`src/rtl/chan_arb_pkg.sv`:
```
package chan_arb_pkg;

    typedef enum logic [2:0] {
        OP_NOP  = 3'd0,
        OP_ACT  = 3'd1,
        OP_FILL = 3'd2,
        OP_RD   = 3'd3,
        OP_WR   = 3'd4
    } cmd_op_e;

    typedef enum logic [1:0] {
        S_IDLE,
        S_WAIT,
        S_ACCESS
    } arb_state_e;

endpackage

```
`src/rtl/fixed_prio_pick.sv`:
```
module fixed_prio_pick #(
    parameter int N = 4,
    localparam int IW = (N > 1) ? $clog2(N) : 1
) (
    input  logic [N-1:0]  vec_i,
    output logic          any_o,
    output logic [IW-1:0] idx_o
);

    // lowest index wins: scan downward so the last hit written is the lowest
    always_comb begin
        any_o = 1'b0;
        idx_o = '0;
        for (int i = N - 1; i >= 0; i--) begin
            if (vec_i[i]) begin
                any_o = 1'b1;
                idx_o = IW'(i);
            end
        end
    end

endmodule

```
`src/rtl/chan_tag_table.sv`:
```
module chan_tag_table #(
    parameter int NP  = 4,
    parameter int NCH = 4,
    parameter int RW  = 8,
    localparam int CW = (NCH > 1) ? $clog2(NCH) : 1
) (
    input  logic              clk,
    input  logic              rst_n,
    input  logic [NP*CW-1:0]  chan_i,
    input  logic [NP*RW-1:0]  row_i,
    input  logic [NP*NCH-1:0] mask_i,
    input  logic              upd_en_i,
    input  logic [CW-1:0]     upd_chan_i,
    input  logic [RW-1:0]     upd_row_i,
    output logic [NP-1:0]     hit_o
);

    logic [RW-1:0]  tag_q [NCH];
    logic [NCH-1:0] val_q;

    always_ff @(posedge clk) begin
        if (!rst_n) begin
            val_q <= '0;
            for (int c = 0; c < NCH; c++) tag_q[c] <= '0;
        end else if (upd_en_i) begin
            val_q[upd_chan_i] <= 1'b1;
            tag_q[upd_chan_i] <= upd_row_i;
        end
    end

    for (genvar p = 0; p < NP; p++) begin : g_port
        logic [CW-1:0]  pc;
        logic [RW-1:0]  pr;
        logic [NCH-1:0] pm;
        assign pc       = chan_i[p*CW +: CW];
        assign pr       = row_i[p*RW +: RW];
        assign pm       = mask_i[p*NCH +: NCH];
        assign hit_o[p] = pm[pc] & val_q[pc] & (tag_q[pc] == pr);
    end

    AST_TAG_LOADS: assert property (@(posedge clk) disable iff (!rst_n)
        upd_en_i |=> (val_q[$past(upd_chan_i)] && (tag_q[$past(upd_chan_i)] == $past(upd_row_i))));

endmodule

```
`src/rtl/chan_cmd_arbiter.sv`:
```
module chan_cmd_arbiter
    import chan_arb_pkg::*;
#(
    parameter int NP  = 4,
    parameter int NCH = 4,
    parameter int RW  = 8,
    parameter int GW  = 4,
    localparam int CW = (NCH > 1) ? $clog2(NCH) : 1,
    localparam int PW = (NP > 1) ? $clog2(NP) : 1
) (
    input  logic              clk,
    input  logic              rst_n,
    input  logic [NP-1:0]     req_i,
    input  logic [NP-1:0]     wr_i,
    input  logic [NP*CW-1:0]  chan_i,
    input  logic [NP*RW-1:0]  row_i,
    input  logic [NP*NCH-1:0] chmask_i,
    input  logic [GW-1:0]     gap_i,
    output logic [2:0]        cmd_op_o,
    output logic [CW-1:0]     cmd_chan_o,
    output logic [RW-1:0]     cmd_row_o,
    output logic [PW-1:0]     cmd_port_o,
    output logic [NP-1:0]     done_o
);

    arb_state_e    state_q, state_d;
    logic [GW-1:0] cnt_q, cnt_d, gap_load;
    logic [PW-1:0] miss_q, miss_d;

    cmd_op_e       op_q, op_d;
    logic [CW-1:0] chan_q, chan_d;
    logic [RW-1:0] row_q, row_d;
    logic [PW-1:0] port_q, port_d;
    logic [NP-1:0] done_q, done_d;

    logic [CW-1:0] chan_a [NP];
    logic [RW-1:0] row_a  [NP];

    for (genvar p = 0; p < NP; p++) begin : g_unpack
        assign chan_a[p] = chan_i[p*CW +: CW];
        assign row_a[p]  = row_i[p*RW +: RW];
    end

    // a port whose done is showing has been served; its request is ignored
    logic [NP-1:0]  req_eff, hit_w, hit_cand, excl;
    logic           any_all, any_hit, acc_go, upd_en;
    logic [PW-1:0]  top_p, hit_p, acc_p;
    logic [NCH-1:0] miss_mask;

    assign req_eff   = req_i & ~done_q;
    assign excl      = (state_q == S_WAIT) ? (NP'(1) << miss_q) : '0;
    assign hit_cand  = req_eff & hit_w & ~excl;
    assign gap_load  = (gap_i == '0) ? '0 : gap_i - GW'(1);
    assign miss_mask = chmask_i[int'(miss_q)*NCH +: NCH];
    assign upd_en    = (state_q == S_WAIT) && (cnt_q == '0) && miss_mask[chan_a[miss_q]];

    chan_tag_table #(.NP(NP), .NCH(NCH), .RW(RW)) u_tags (
        .clk        (clk),
        .rst_n      (rst_n),
        .chan_i     (chan_i),
        .row_i      (row_i),
        .mask_i     (chmask_i),
        .upd_en_i   (upd_en),
        .upd_chan_i (chan_a[miss_q]),
        .upd_row_i  (row_a[miss_q]),
        .hit_o      (hit_w)
    );

    fixed_prio_pick #(.N(NP)) u_pick_all (
        .vec_i (req_eff),
        .any_o (any_all),
        .idx_o (top_p)
    );

    fixed_prio_pick #(.N(NP)) u_pick_hit (
        .vec_i (hit_cand),
        .any_o (any_hit),
        .idx_o (hit_p)
    );

    // state register
    always_ff @(posedge clk) begin
        if (!rst_n) begin
            state_q <= S_IDLE;
            cnt_q   <= '0;
            miss_q  <= '0;
        end else begin
            state_q <= state_d;
            cnt_q   <= cnt_d;
            miss_q  <= miss_d;
        end
    end

    // next state and next command
    always_comb begin
        state_d = state_q;
        cnt_d   = cnt_q;
        miss_d  = miss_q;
        op_d    = OP_NOP;
        chan_d  = '0;
        row_d   = '0;
        port_d  = '0;
        done_d  = '0;
        acc_go  = 1'b0;
        acc_p   = '0;
        unique case (state_q)
            S_IDLE: begin
                if (any_all) begin
                    if (hit_w[top_p]) begin
                        acc_go = 1'b1;
                        acc_p  = top_p;
                    end else begin
                        op_d    = OP_ACT;
                        chan_d  = chan_a[top_p];
                        row_d   = row_a[top_p];
                        port_d  = top_p;
                        miss_d  = top_p;
                        cnt_d   = gap_load;
                        state_d = S_WAIT;
                    end
                end
            end
            S_WAIT: begin
                if (cnt_q == '0) begin
                    op_d    = OP_FILL;
                    chan_d  = chan_a[miss_q];
                    row_d   = row_a[miss_q];
                    port_d  = miss_q;
                    state_d = S_ACCESS;
                end else begin
                    cnt_d = cnt_q - GW'(1);
                    if (any_hit) begin
                        acc_go = 1'b1;
                        acc_p  = hit_p;
                    end
                end
            end
            S_ACCESS: begin
                acc_go  = 1'b1;
                acc_p   = miss_q;
                state_d = S_IDLE;
            end
            default: state_d = S_IDLE;
        endcase
        if (acc_go) begin
            op_d          = wr_i[acc_p] ? OP_WR : OP_RD;
            chan_d        = chan_a[acc_p];
            row_d         = row_a[acc_p];
            port_d        = acc_p;
            done_d[acc_p] = 1'b1;
        end
    end

    // registered outputs
    always_ff @(posedge clk) begin
        if (!rst_n) begin
            op_q   <= OP_NOP;
            chan_q <= '0;
            row_q  <= '0;
            port_q <= '0;
            done_q <= '0;
        end else begin
            op_q   <= op_d;
            chan_q <= chan_d;
            row_q  <= row_d;
            port_q <= port_d;
            done_q <= done_d;
        end
    end

    assign cmd_op_o   = op_q;
    assign cmd_chan_o = chan_q;
    assign cmd_row_o  = row_q;
    assign cmd_port_o = port_q;
    assign done_o     = done_q;

    // cycles since the last activate on the output, saturating
    logic [GW:0] since_q, gap_eff;
    assign gap_eff = (gap_i == '0) ? (GW+1)'(1) : {1'b0, gap_i};

    always_ff @(posedge clk) begin
        if (!rst_n)                 since_q <= '0;
        else if (op_q == OP_ACT)    since_q <= (GW+1)'(1);
        else if (since_q != '1)     since_q <= since_q + (GW+1)'(1);
    end

    AST_ONE_DONE: assert property (@(posedge clk) disable iff (!rst_n)
        $onehot0(done_o));
    AST_DONE_ON_ACCESS: assert property (@(posedge clk) disable iff (!rst_n)
        (done_o != '0) |-> ((op_q == OP_RD || op_q == OP_WR) && done_o[cmd_port_o]));
    AST_GAP_HONOURED: assert property (@(posedge clk) disable iff (!rst_n)
        (op_q == OP_FILL) |-> (since_q >= gap_eff));
    AST_FILL_THEN_ACCESS: assert property (@(posedge clk) disable iff (!rst_n)
        (op_q == OP_FILL) |=> (op_q == OP_RD || op_q == OP_WR));
    AST_NO_BACK_TO_BACK_ACT: assert property (@(posedge clk) disable iff (!rst_n)
        (op_q == OP_ACT) |=> (op_q != OP_ACT));

endmodule

```
`config.mk`:
```
export PLATFORM = sky130hd
export DESIGN_NAME = chan_cmd_arbiter
export DESIGN_NICKNAME = d
export VERILOG_FILES = /design/src/rtl/chan_arb_pkg.sv /design/src/rtl/fixed_prio_pick.sv /design/src/rtl/chan_tag_table.sv /design/src/rtl/chan_cmd_arbiter.sv
export SDC_FILE = /design/constraint.sdc
export NUM_CORES = 1
export LEC_CHECK = 0
export CORE_ASPECT_RATIO = 1.4
export CORE_MARGIN = 10
export CORE_UTILIZATION = 54
export DETAILED_ROUTE_END_ITERATION = 8
export PLACE_DENSITY = 0.86
export SLEW_MARGIN = 0
export SYNTH_ARGS = -nofsm -noshare
export SYNTH_HDL_FRONTEND = slang
export SYNTH_HIERARCHICAL = 1
export SYNTH_SLANG_ARGS = --single-unit
```
`constraint.sdc`:
```
create_clock -name clk -period 4.65 [get_ports clk]
set_input_delay 0.6975 -clock clk [delete_from_list [all_inputs] [get_ports clk]]
set_output_delay 0.6975 -clock clk [all_outputs]
set_load 0.05 [all_outputs]
```
# Word-level counts from Yosys, hierarchy flattened
# Memories as Yosys holds them, arrays and structs flattened.
# Cells that the tools add are included.
[op_classes] magnitude_cmp=12 shifts=2 bitwise_logic=18 mux=108 addsub=2 eq_ne=10 n_reduce_logical=13
[ops] operator="$mux 8" count=11
[ops] operator="$mux 2" count=31
[ops] operator="$bmux 8 s2" count=3
[ops] operator="$eq 8x8->1" count=4
[ops] operator="$mux 1" count=32
[ops] operator="$bmux 1 s2" count=11
[ops] operator="$lt 2x3->1 const B" count=7
[ops] operator="$mux 4" count=5
[ops] operator="$pmux 2 s2" count=4
[ops] operator="$pmux 8 s2" count=1
[ops] operator="$shiftx 16x5->4" count=1
[ops] operator="$and 4x4->4" count=3
[ops] operator="$bmux 2 s2" count=3
[ops] operator="$ge 3x3->1 const B" count=3
[ops] operator="$not 2->3" count=3
[ops] operator="$and 1x1->1" count=8
[ops] operator="$logic_not 4->1" count=2
[ops] operator="$not 4->4" count=2
[ops] operator="$pmux 4 s2" count=1
[ops] operator="$reduce_or 8->1" count=1
[ops] operator="$sub 4x1->4 const B" count=2
[ops] operator="$mux 3" count=2
[ops] operator="$ne 2x2->1 const B" count=3
[ops] operator="$pmux 2 s3" count=1
[ops] operator="15 further kinds" count=21
[totals] memories=1 output_inout_bits=19 in_bits=70 mem_bits_rw=32 wordCells=175 regBits=31
[mem_list] name="u_tags.tag_q" depth=4 word_bits=8 rd=4 rd_clocked_by_memory_dff=0 wr=4 line_no="chan_tag_table.sv:18" rtl="logic [RW-1:0] tag_q [NCH];"

# Logic depth before layout (Yosys ltp)
[logic_depth] depth_word=18 ltp_mapped=15 depth_no_buf=13

# Cells and area by module
# Netlist, hierarchy kept.
[modules_own_cells] module="chan_tag_table" instances=1 area_per_inst_um2=2798.9 seq_area_each_um2=1041.0 cells_per_inst=219
[modules_own_cells] module="chan_cmd_arbiter" instances=1 area_per_inst_um2=2275.9 seq_area_each_um2=540.5 cells_per_inst=218
[modules_own_cells] module="fixed_prio_pick" instances=2 area_per_inst_um2=35.0 seq_area_each_um2=0.0 cells_per_inst=7

# Worst setup path before layout
# No wires, ideal clock.
[synth_path] kind="input-to-reg" start="in chan_i[7]" end="reg row_q[6] (netlist: cmd_row_o[6])" path_slack_ns=0.814 path_buffers=2 path_stages=15 arrival_ns=3.708 setup_time_ns=0.128 required_time_ns=4.522 path_cell_list="buf_1 > mux4_1 > xnor2_1 > nand3_1 > a2111oi_2 > nand2_1 > a31oi_1 > nor2_1 > nand2_1 > and3b_1 > nand3_1 > nand2_1 > clkbuf_1 > mux2i_1 > o221ai_2"
[synth_between] elab_chain_cells=18 elab_cells_between_ends=38 classes_between="eq/ne: 1; mux: 31; bitwise: 5; memory: 1"
[synth_rtl] element="start, declared" line_no="chan_cmd_arbiter.sv:15" rtl="input logic [NP*CW-1:0] chan_i,"
[synth_rtl] element="parallel branches: the longest is 3 deep, another holds $mem_v2 4x8"
[synth_rtl] element="$and 1x1->1 (*)" line_no="chan_tag_table.sv:38" rtl="assign hit_o[p] = pm[pc] & val_q[pc] & (tag_q[pc] == pr);"
[synth_rtl] element="named net hit_w[3]" line_no="chan_cmd_arbiter.sv:45" rtl="logic [NP-1:0] req_eff, hit_w, hit_cand, excl;"
[synth_rtl] element="$and 4x4->4 (*) (2 in series)" line_no="chan_cmd_arbiter.sv:52" rtl="assign hit_cand = req_eff & hit_w & ~excl;"
[synth_rtl] element="named net hit_cand[3]" line_no="chan_cmd_arbiter.sv:45"
[synth_rtl] element="$mux 1 (*) (4 in series)" line_no="fixed_prio_pick.sv:15" rtl="if (vec_i[i]) begin"
[synth_rtl] element="named net any_hit" line_no="chan_cmd_arbiter.sv:46" rtl="logic any_all, any_hit, acc_go, upd_en;"
[synth_rtl] element="$mux 2" line_no="chan_cmd_arbiter.sv:132" rtl="if (any_hit) begin"
[synth_rtl] element="$mux 2" line_no="chan_cmd_arbiter.sv:124" rtl="if (cnt_q == '0) begin"
[synth_rtl] element="$pmux 2 s3" line_no="chan_cmd_arbiter.sv:106" rtl="unique case (state_q)"
[synth_rtl] element="$not 2->3 (not written as such)" line_no="chan_cmd_arbiter.sv:148" rtl="row_d = row_a[acc_p];"
[synth_rtl] element="$bmux 8 s2" line_no="chan_cmd_arbiter.sv:148"
[synth_rtl] element="$mux 8 (not written as such) (2 in series)" line_no="chan_cmd_arbiter.sv:148"
[synth_rtl] element="$mux 8 (*)" line_no="chan_cmd_arbiter.sv:145" rtl="if (acc_go) begin"
[synth_rtl] element="end signal, assigned" line_no="chan_cmd_arbiter.sv:165" rtl="row_q <= row_d;"
[synth_rtl] element="end, declared" line_no="chan_cmd_arbiter.sv:32" rtl="logic [RW-1:0] row_q, row_d;"
# Mark *: on every way through the listed nets, which the timed path passes. The select of a mux whose other input is x is not followed.
# A chain may end at the register's enable or synchronous reset.

# Worst setup path in the final report
[layout_path] start="in chan_i[4]" end="reg chan_q[0] (netlist: cmd_chan_o[0])"
[layout_between] elab_chain_cells=17 elab_cells_between_ends=43 classes_between="eq/ne: 1; mux: 36; bitwise: 5; memory: 1"
[layout_rtl] element="parallel branches: the longest is 3 deep, another holds $mem_v2 4x8"
[layout_rtl] element="$and 1x1->1 (*)" line_no="chan_tag_table.sv:38"
[layout_rtl] element="named net hit_w[2]" line_no="chan_cmd_arbiter.sv:45"
[layout_rtl] element="$and 4x4->4 (*) (2 in series)" line_no="chan_cmd_arbiter.sv:52"
[layout_rtl] element="named net hit_cand[2]" line_no="chan_cmd_arbiter.sv:45"
[layout_rtl] element="$mux 1 (*) (3 in series)" line_no="fixed_prio_pick.sv:15"
[layout_rtl] element="named net any_hit" line_no="chan_cmd_arbiter.sv:46"
[layout_rtl] element="$mux 2" line_no="chan_cmd_arbiter.sv:132"
[layout_rtl] element="$mux 2" line_no="chan_cmd_arbiter.sv:124"
[layout_rtl] element="$pmux 2 s3" line_no="chan_cmd_arbiter.sv:106"
[layout_rtl] element="$not 2->3 (not written as such)" line_no="chan_cmd_arbiter.sv:147" rtl="chan_d = chan_a[acc_p];"
[layout_rtl] element="$bmux 2 s2" line_no="chan_cmd_arbiter.sv:147"
[layout_rtl] element="$mux 2 (not written as such) (2 in series)" line_no="chan_cmd_arbiter.sv:147"
[layout_rtl] element="$mux 2 (*)" line_no="chan_cmd_arbiter.sv:145"
[layout_rtl] element="end signal, assigned" line_no="chan_cmd_arbiter.sv:164" rtl="chan_q <= chan_d;"
[layout_rtl] element="end, declared" line_no="chan_cmd_arbiter.sv:31" rtl="logic [CW-1:0] chan_q, chan_d;"
# Marked as above.

==> run_results.csv <==
group,metric,value,unit
logic_synthesis,ys.flop_type,"edfxtp_1",
logic_synthesis,synthTopCellsByArea,"edfxtp_1 19%, mux4_2 16%, dfxtp_1 12%",
clocking,cts_buffers,9,
timing,final.min_clock_period,4.45,ns
run,maxCapViolations,0,
clocking,cts_tree,"done",
clocking,clkLatencyLatePin,0.34,ns
logic_synthesis,synth.avg_cell_area,11.4,um^2
die,start_util,54.7,%
power,power_density,324,mW/mm^2
setup_path,r2r_setup_slack,0.80,ns
logic_synthesis,synth.cell_area,0.00514,mm^2
setup_path,path_class,"input port to register",
grt,grt-ovfl-total,0,
die,core_area,0.00941,mm^2
die,rows,42,
min_path,worst_hold_path_type,"register to register",
grt,grt_pass1_wl,24700,um
die,ioPinCount,89,
cells_and_area,drive_above_1_share,18.4,%
detailed_routing,drc_errors,0,
detailed_routing,vias_per_cell,6.81,
detailed_routing,wirelength,16000,um
detailed_routing,initialDrtViolationCount,614,
grt,grt_pass1_vias,4633,
logic_synthesis,ys_warn_count,6,
placement,place_congestion,1.01,
detailed_routing,vias,4537,
setup_path,r2r_cells,15,
power,ir_drop,0.000233,V
grt,grt_max_degree,26,
timing,timing.fmax,225,MHz
timing,tightest_slew,1.00,ns
detailed_routing,firstDrtPassIters,6,
clocking,cts.clk_slew.worst_paths,0.06,ns
logic_synthesis,async_flop_share,0,%
setup_path,reg2reg_from,"u_tags/tag_q[3][1]$_DFFE_PP_",
logic_synthesis,synthDistinctLibCells,59,
min_path,holdPathStages,2,
min_path,hold_end,"u_tags/val_q[3]$_SDFFE_PN0P_",
clocking,clkSinkCount,63,
setup_path,cp_num_buf_inv,3,
setup_path,slowest_delay,0.64,ns
logic_synthesis,yosysSeqAreaShare,30.7,%
timing,slew_violations,0,
setup_path,r2r_end,"cmd_chan_o[0]$_SDFF_PN0_",
placement,numPortBuffers,88,
timing,maxSlewHeadroom,33.1,%
timing,clock-skew-final,0.0125,ns
power,p_leak,2.38,nW
cells_and_area,nNetsFinal,621,
clocking,hold_buffers,0,
setup_path,path_cells,"clkdlybuf4s50_1 -> mux4_2 -> xnor2_1 -> o211ai_1 -> a2111oi_4 -> nand2_1 -> a31oi_1 -> nor2_1 -> nand2_1 -> and3b_1 -> and2_1 -> a222oi_1 -> buf_4 -> or2b_2 -> buf_12 -> o221ai_2",
placement,post_dp_cell_area,0.00623,mm^2
timing,min_period_over_period,95.8,%
logic_synthesis,synth_edf_count,32,
die,dieHeight,135,um
timing,setup_viol,0,
setup_path,cp-start-kind,"input port",
die,fp.dieArea,0.0139,mm^2
clocking,cts-root-buf,"clkbuf_16",
setup_path,slowest_stage,"clkdlybuf4s50_1",
timing,holdWs,0.515,ns
setup_path,cp_common_cell,"nand2_1",
logic_synthesis,synth_seq_cells,63,
timing,finalHoldViolCount,0,
logic_synthesis,synth_nets,522,
detailed_routing,ant_nets,0,
clocking,cts_htree_levels,3,
setup_path,cp.required,4.91,ns
cells_and_area,areaGrowthSynthToFinish,27.1,%
setup_path,critPathCaptureType,"register",
logic_synthesis,yosysTopAreaCell,"edfxtp_1",
setup_path,crit_path_max_fanout,11,
clocking,clockBufferDepth,2,
setup_path,crit_arrival,4.71,ns
placement,dp_hpwl,12400,um
grt,grt.total_usage,23.3,%
min_path,hold_start,"u_tags/val_q[3]$_SDFFE_PN0P_",
grt,antenna_found_initial,0,
detailed_routing,drt-wirelength-per-cell,24.1,um
setup_path,critPathTopFamily,"compound AO/OA/AOI/OAI gates",
cells_and_area,fin_area,0.00654,mm^2
logic_synthesis,synth_cells,451,
die,die_w,102,um
outcome,status,"completed",
logic_synthesis,synth_top_area_share,18.7,%
Yosys cell counts, drive strengths merged (4+ instances only):
| cell | n |
|---|---|
| a2111oi | 4 |
| nor2b | 7 |
| mux2i | 37 |
| and3 | 8 |
| o21ai | 13 |
| mux4 | 50 |
| inv | 8 |
| edfxtp | 32 |
| o211ai | 7 |
| clkbuf | 13 |
| and2 | 28 |
| xnor2 | 32 |
| o221ai | 11 |
| dfxtp | 31 |
| xor2 | 7 |
| nand3 | 20 |
| a21oi | 5 |
| nand2 | 39 |
| nor3 | 8 |
| nand2b | 7 |
| buf | 13 |
| a22o | 12 |
| or3 | 4 |
| nor2 | 15 |
cells in the final DEF (no fill, tap or decap), types with 9 or more instances in the layout:
cell             count
clkdlybuf4s50_1     88
nand2_1             39
mux2i_1             37
mux4_2              36
xnor2_1             32
edfxtp_1            32
dfxtp_1             31
and2_1              27
buf_4               24
nand3_1             20
nor2_1              15
mux4_1              14
a22o_1              12
o21ai_0             12
clkbuf_16            9
worst max-delay path by stage:
stage / from / end / slack, ns / cells past startpoint
2_1_floorplan: chan_i[7] / cmd_row_o[6]$_SDFF_PN0_ / 0.81 / 15
3_3_place_gp: chan_i[4] / cmd_row_o[5]$_SDFF_PN0_ / 0.07 / 14
4_1_cts: chan_i[4] / cmd_chan_o[0]$_SDFF_PN0_ / 0.26 / 14
3_5_place_dp: chan_i[4] / cmd_chan_o[0]$_SDFF_PN0_ / -0.04 / 14
5_1_grt: chan_i[4] / cmd_chan_o[0]$_SDFF_PN0_ / -0.05 / 17
6_report: chan_i[4] / cmd_chan_o[0]$_SDFF_PN0_ / 0.20 / 16
area by class of cell:
cell class	count	area, um^2
clock buffer	9	225
sequential	63	1580
tap	110	138
multi-input combinational	354	3400
inverter	8	30.0
clock inverter	7	63.8
antenna	1	2.50
timing repair buffer	114	1100
fill	662	2870
power by group:
group	leakage (nW)	switching [W]	total, W	internal (W)
Sequential	0.585	0.0000519	0.000701	0.000649
Clock	0.140	0.000250	0.000659	0.000409
Combinational	1.66	0.000423	0.000759	0.000336
Total	2.38	0.000725	0.00212	0.00139
what timing repair did:
item	CTS	global route
setup endpoints to repair	0	7
setup buffers	0	1
gates resized for setup	0	1
logic make-up after synthesis:
group	Yosys count	synth area share, %
simple gates	150	15.7
buf+inv	34	3.55
fa+ha+maj	1	0.243
compound gates	76	12.8
xor+xnor	39	6.64
flops	63	30.7
mux	88	30.3
worst register-to-register path: cells and delay by family, from the launching register on:
kind | cells | cell delay [ns]
simple gates | 6 | 0.96
mux | 1 | 0.52
xor+xnor | 1 | 0.36
compound gates | 5 | 1.13
flops | 1 | 0.45
buf+inv | 2 | 0.35
stage by stage:
| step | total power [W] | worst slack, ns | setup TNS [ns] | util [%] | std cells |
|---|---|---|---|---|---|
| floorplan | 0.00119 | 0.814 | 0 | - | 451 |
| global route | 0.00220 | -0.0490 | -0.161 | 69.5 | 665 |
| CTS | 0.00210 | 0.258 | 0 | 69.3 | 664 |
| detailed placement | 0.00145 | -0.0385 | -0.0879 | 66.2 | 648 |
| finish | 0.00212 | 0.196 | 0 | 69.5 | 666 |
| global placement | 0.00143 | 0.0703 | 0 | 66.2 | 648 |
routing by layer:
metal | track usage, % | routed length, um
met5 | 0 | 0
met4 | 15.4 | 853
met3 | 5.87 | 1630
met2 | 38.4 | 8120
met1 | 25.7 | 5440
state kept, by name, summed over array words and instances, names as in the netlist:
register / count
cmd_row_o: 8
cmd_chan_o: 2
u_tags/val_q: 4
cnt_q: 4
done_o: 4
cmd_op_o: 3
state_q: 2
u_tags/tag_q: 32
cmd_port_o: 2
miss_q: 2
Power figures use the tool's default switching activity.
